--- config.mk ---
export PLATFORM = sky130hd
export DESIGN_NAME = memsel_decoder
export DESIGN_NICKNAME = d
export VERILOG_FILES = /design/src/rtl/memsel_decoder.sv
export SDC_FILE = /design/constraint.sdc
export NUM_CORES = 1
export LEC_CHECK = 0
export BUFFER_PORTS_ARGS = -buffer_cell sky130_fd_sc_hd__buf_4
export CORE_ASPECT_RATIO = 1.5
export CORE_MARGIN = 5
export CORE_UTILIZATION = 25
export DETAILED_ROUTE_END_ITERATION = 8
export GPL_TIMING_DRIVEN = 0
export PLACE_DENSITY_LB_ADDON = 0.15
export SLEW_MARGIN = 10
export SYNTH_ARGS = -nofsm -noshare
export SYNTH_HDL_FRONTEND = slang
export SYNTH_SLANG_ARGS = --single-unit
--- constraint.sdc ---
create_clock -name clk -period 5.55 [get_ports clk]
set_input_delay 0.2775 -clock clk [delete_from_list [all_inputs] [get_ports clk]]
set_output_delay 0.2775 -clock clk [all_outputs]
set_load 0.1 [all_outputs]
--- src/rtl/memsel_decoder.sv ---
module memsel_decoder #(
  parameter int ADDR_W = 17
) (
  input  logic              clk,
  input  logic              rst_n,
  input  logic              bus_en,
  input  logic [ADDR_W-1:0] addr,
  input  logic              cfg_we,
  input  logic [2:0]        cfg_idx,
  input  logic [ADDR_W-1:0] cfg_base,
  input  logic [ADDR_W:0]   cfg_len,
  input  logic              stat_rd,
  output logic [3:0]        cs_code,
  output logic              cs_sram,
  output logic              cs_iio,
  output logic              cs_pio,
  output logic              cfg_err
);
  localparam int LW   = ADDR_W + 1;
  localparam int NWIN = 7;
  localparam int BLK_MIN = 8192;

  logic [ADDR_W-1:0] base_q [NWIN];
  logic [LW-1:0]     len_q  [NWIN];
  logic              pio_en, wide;
  logic [1:0]        blk;
  logic              wr_d;
  logic [NWIN-1:0]   hit;
  logic              cfg_bad;

  function automatic logic overlap(input logic [ADDR_W-1:0] b0, input logic [LW-1:0] l0,
                                   input logic [ADDR_W-1:0] b1, input logic [LW-1:0] l1);
    logic [LW:0] s0, s1, e0, e1;
    s0 = {2'b00, b0};
    s1 = {2'b00, b1};
    e0 = s0 + {1'b0, l0};
    e1 = s1 + {1'b0, l1};
    return (l0 != '0) && (l1 != '0) && (s0 < e1) && (s1 < e0);
  endfunction

  always_ff @(posedge clk) begin
    if (!rst_n) begin
      for (int i = 0; i < NWIN; i++) begin
        base_q[i] <= '0;
        len_q[i]  <= '0;
      end
      pio_en <= 1'b0;
      wide   <= 1'b0;
      blk    <= 2'd0;
      wr_d   <= 1'b0;
    end else begin
      wr_d <= cfg_we;
      if (cfg_we) begin
        if (cfg_idx == 3'd7) begin
          pio_en <= cfg_base[0];
          wide   <= cfg_base[1];
          blk    <= cfg_base[3:2];
        end else begin
          base_q[cfg_idx] <= cfg_base;
          len_q[cfg_idx]  <= cfg_len;
        end
      end
    end
  end

  always_comb begin
    for (int i = 0; i < NWIN; i++)
      hit[i] = bus_en && (len_q[i] != '0) && (addr >= base_q[i]) &&
               ({1'b0, addr - base_q[i]} < len_q[i]);
    hit[6] = hit[6] & pio_en;
  end

  wire       data_any = |hit[6:4];
  wire [3:0] code_hit = hit[3:0];
  wire [3:0] code_win = data_any ? 4'b0 : (code_hit & (~code_hit + 4'd1));

  always_comb begin
    logic [31:0] cap;
    cap = (32'(BLK_MIN) << ((blk == 2'd3) ? 2'd2 : blk)) >> wide;
    cfg_bad = 1'b0;
    for (int i = 0; i < 4; i++) begin
      if (32'(len_q[i]) > cap) cfg_bad = 1'b1;
      for (int j = i + 1; j < 4; j++)
        if (overlap(base_q[i], len_q[i], base_q[j], len_q[j])) cfg_bad = 1'b1;
    end
    if (overlap(base_q[4], len_q[4], base_q[5], len_q[5])) cfg_bad = 1'b1;
    if (pio_en && overlap(base_q[4], len_q[4], base_q[6], len_q[6])) cfg_bad = 1'b1;
    if (pio_en && overlap(base_q[5], len_q[5], base_q[6], len_q[6])) cfg_bad = 1'b1;
  end

  always_ff @(posedge clk) begin
    if (!rst_n) begin
      cs_code <= '0;
      cs_sram <= 1'b0;
      cs_iio  <= 1'b0;
      cs_pio  <= 1'b0;
      cfg_err <= 1'b0;
    end else begin
      cs_code <= code_win;
      cs_sram <= hit[4];
      cs_iio  <= hit[5] & ~hit[4];
      cs_pio  <= hit[6] & ~hit[5] & ~hit[4];
      if (wr_d && cfg_bad)  cfg_err <= 1'b1;
      else if (stat_rd)     cfg_err <= 1'b0;
    end
  end
endmodule


==> metrics.md <==
| Metric | Value |
|---|---|
| Core Util, Final | 0.292 |
| Antenna violations before repair | 2 |
| Pwr Density | 254 nW/um^2 |
| Arrival time worst endpoint | 5.90 ns |
| Startpoint Class | register |
| Fin. Hold Viols | 0 |
| # Max-Cap Violations | 0 |
| Die Wd | a little under 300 um |
| DR pass1 iterations | 5 |
| Port bufs | 64 |
| Vias in the first global route | about 28k |
| Syn-to-layout area delta | 16.7% |
| Clock skew | 0.0268 ns |
| Mean Syn Cell Area | approximately 8.7 um^2 |
| DRC | 0 |
| Gate Count Post-Synth | ~3.4k |
| DIE AREA | 125000 um^2 |
| Routability cong. | roughly 0.88 |
| Endpoints failing setup | 0 |
| Worst-margin pin slew | about 1.3 ns |
| Critical path capture point type | register |
| Outcome | finished clean |
| Nets@finish | 4289 |
| Unrepaired setup endpoints after global routing | yes |
| Grt peak-use layer | met2 |
| CTS tree | built |
| Io pins | 68 |
| Yosys top cell area share | 0.275 |
| Die H | about 430 um |
| Starting Density | 0.251 |
| Global-route wire length before repair | around 180 mm |
| Clock latency on the worst-skew pair | just under 0.6 ns |
| Critical-path top delay cell | and4b_4 |
| Mux contribution to synthesized area | 0.00170 |
| Ys Warns | 0 |
| Hold Crit Depth | 3 |
| Yosys top cell by area | ha_1 |
| CP cell instances | ha_1, inv_1, fa_1, a21o_1, a21oi_1, o21bai_1, a21oi_2, o21bai_1, a21oi_2, nor2_1, o31ai_2, o2bb2ai_2, o311ai_0, ha_1, o21ai_0, or3_1, a21oi_2, a2111oi_0, o21ai_1, o211ai_1, and4b_4, nor3b_2 |
| Primary FF master, synth | edfxtp_1 |
| Pre-CTS setup slack | -1.75 ns |
| Min-delay worst type | in2reg |
| Ys async rst share | 0 |
| Slew Viols, Final | 0 |
| Most used cell along the critical path | a21oi_2 |
| Clock Path Buffers | 3 |
| Mapped cell area | 29400 um^2 |
| Power, Total | 8.69 mW |
| Simple-Gate Fraction of Synth Area | 0.146 |
| Post-Synth XOR/XNOR Area | 0.0558 |
| Area contributors post-synth | ha_1, edfxtp_1, a21oi_1, inv_1, nor2_1 |
| Lkg Pwr | about 15 nW |
| Share of the synthesized area in compound gates (AO/OA/AOI/OAI) | 0.213 |
| Min Hold Slack | approximately 0.03 ns |
| M2 GR Usage | 0.384 |
| H-tree depth | 2 |
| Final ANT Viol Nets | 0 |
| EDFF count, synth | 210 |
| Maximum clock frequency | 0.185 GHz |
| Main combinational cell family by area after synthesis | adder cells |
| Net count after synthesis | slightly above 4k |
| Post-route setup slack | between 0.15 and 0.2 ns |
| Clock Pin Slew Worst Setup and Hold Paths | approximately 0.060 ns |
| Cells on worst reg2reg path | 22 |
| Aggregate global routing overflow | 0 |
| Req. time, crit path | 6.06 ns |
| Final min period | between 5 and 6 ns |
| Dpl hpwl | ~110 mm |
| DR vias | approximately 26k |
| Crit share post-route | 0.972 |
| Sequential area share after synthesis | 0.247 |
| IR drop worst, VDD | around 0.31 mV |
| GR Util met1 | 0.198 |
| Wirelength per Cell | around 24 um |
| Clk root buf | clkbuf_16 |
| Synth Area in Adders | 0.285 |
| CTS Sinks | between 200 and 300 |
| Total track usage | 0.193 |
| Crit path max fanout | 4 |
| Slowest stage delay, CP | approximately 0.52 ns |
| Synth unique cells | 79 |
| Setup CP Type | reg2reg |
| Iter 0 DRT Violations | 1239 |
| Share of layout cells above drive strength 1 | 0.0742 |
| CTS buffer count | 37 |
| Synthesized flop and latch total | 258 |
| Routed wire length | ~120 mm |
| Pin count of the biggest net entering global routing | 30 |
| Site Rows | 154 |
| Slew headroom | 0.119 |
| Met3 Usage GRT | 0.0136 |
| Core box area | around 120000 um^2 |
| Vias per Instance | 5.05 |
==> critical path, delay by kind of cell, from the launching register on <==
family	cells	cell delay (ns)
buffers and inverters	1	0.06
AND/OR/NAND/NOR	4	1.16
flip-flops	1	0.42
AO/OA/AOI/OAI	14	2.65
adder cells (fa/ha/maj)	3	1.02
==> cells by family after synthesis <==
group,after synthesis
adder cells (fa/ha/maj),660
flip-flops,258
AND/OR/NAND/NOR,908
buffers and inverters,399
multiplexers,5
AO/OA/AOI/OAI,965
XOR/XNOR,187
==> repair_timing <==
action / in CTS / in global routing
hold endpoints to repair: 38 / 0
hold buffers: 36 / 0
resized for setup: 49 / 38
endpoints found under the setup margin: 5 / 5
pin swaps: 14 / 21
setup buffers: 29 / 10
==> final timing paths <==
kind,start,endpoint,slack (ns)
worst max-delay path,base_q[5][0],cs_code[3],0.16
worst min-delay path,rst_n,wr_d,0.03
worst max register to register,base_q[5][0],cs_code[3],0.16
worst min register to register,len_q[6][14],len_q[6][14],0.51
==> Yosys cell counts (37+ instances only) <==
cell / instances
dfxtp_1: 48
nand2b_1: 50
a21o_1: 157
nor4_1: 47
o21ai_0: 178
nor2b_1: 39
xnor2_1: 106
nor2_1: 320
nand2_1: 220
ha_1: 645
nor3_1: 37
o21a_1: 52
nand3_1: 49
edfxtp_1: 210
xor2_1: 81
inv_1: 364
a21oi_1: 285
nand4_1: 59
o21bai_1: 44
==> registers in the layout (all words and copies together), names as in the netlist <==
register and flops:
wr_d 1, cs_sram 1, base_q 119, len_q 126, cs_code 4, cfg_err 1
wide 1, cs_pio 1, cs_iio 1, pio_en 1, blk 2
==> final cells by class <==
class / instances / area (um^2)
plain buffers: 35 / 133
flip-flops and latches: 258 / 7270
clock buffers: 47 / 1010
well taps: 1560 / 1950
inverters: 364 / 1370
multi-input cells: 2725 / 21000
diodes: 1 / 2.50
clock inverters: 20 / 219
fillers: 12900 / 82900
repair buffers: 149 / 1290
==> stage by stage <==
step / setup TNS (ns) / cell area, um^2 / instances
5_1_grt: -0.0539 / 34300 / 5158
3_5_place_dp: -6.07 / 32000 / 5016
3_3_place_gp: -9.40 / 31800 / 5006
4_1_cts: 0 / 34000 / 5148
2_1_floorplan: 0 / 29400 / 3382
6_report: 0 / 34300 / 5159
==> power breakdown <==
part / switching (mW) / internal [mW] / leakage [nW]
clock: 1.03 / 1.51 / 0.593
sequential: 0.198 / 2.21 / 2.41
combinational: 2.22 / 1.52 / 12.3
==> layer usage <==
| metal | up-vias | part of all wire | wire length (um) |
|---|---|---|---|
| li1 | 12800 | - | - |
| met1 | 12600 | 0.37 | 46000 |
| met2 | 449 | 0.54 | 66900 |
| met3 | 227 | 0.022 | 2720 |
| met4 | 0 | 0.070 | 8750 |
| met5 | - | 0 | 0 |
==> cell usage in the layout (no fill, tap or decap), types with 37 or more instances in the layout <==
cell type,Yosys,routed
nand2_1,220,214
nor2b_1,39,39
edfxtp_1,210,210
ha_1,645,644
a21oi_1,285,269
nand3_1,49,49
xnor2_1,106,102
dfxtp_1,48,48
xor2_1,81,79
clkbuf_16,0,39
buf_4,0,104
nor4_1,47,41
o21a_1,52,52
nor3_1,37,37
nand2b_1,50,50
a21o_1,157,157
o21ai_0,178,163
inv_1,364,364
o21bai_1,44,43
nor2_1,320,318
clkbuf_1,35,42
nand4_1,59,59
Power figures use the tool's default switching activity.
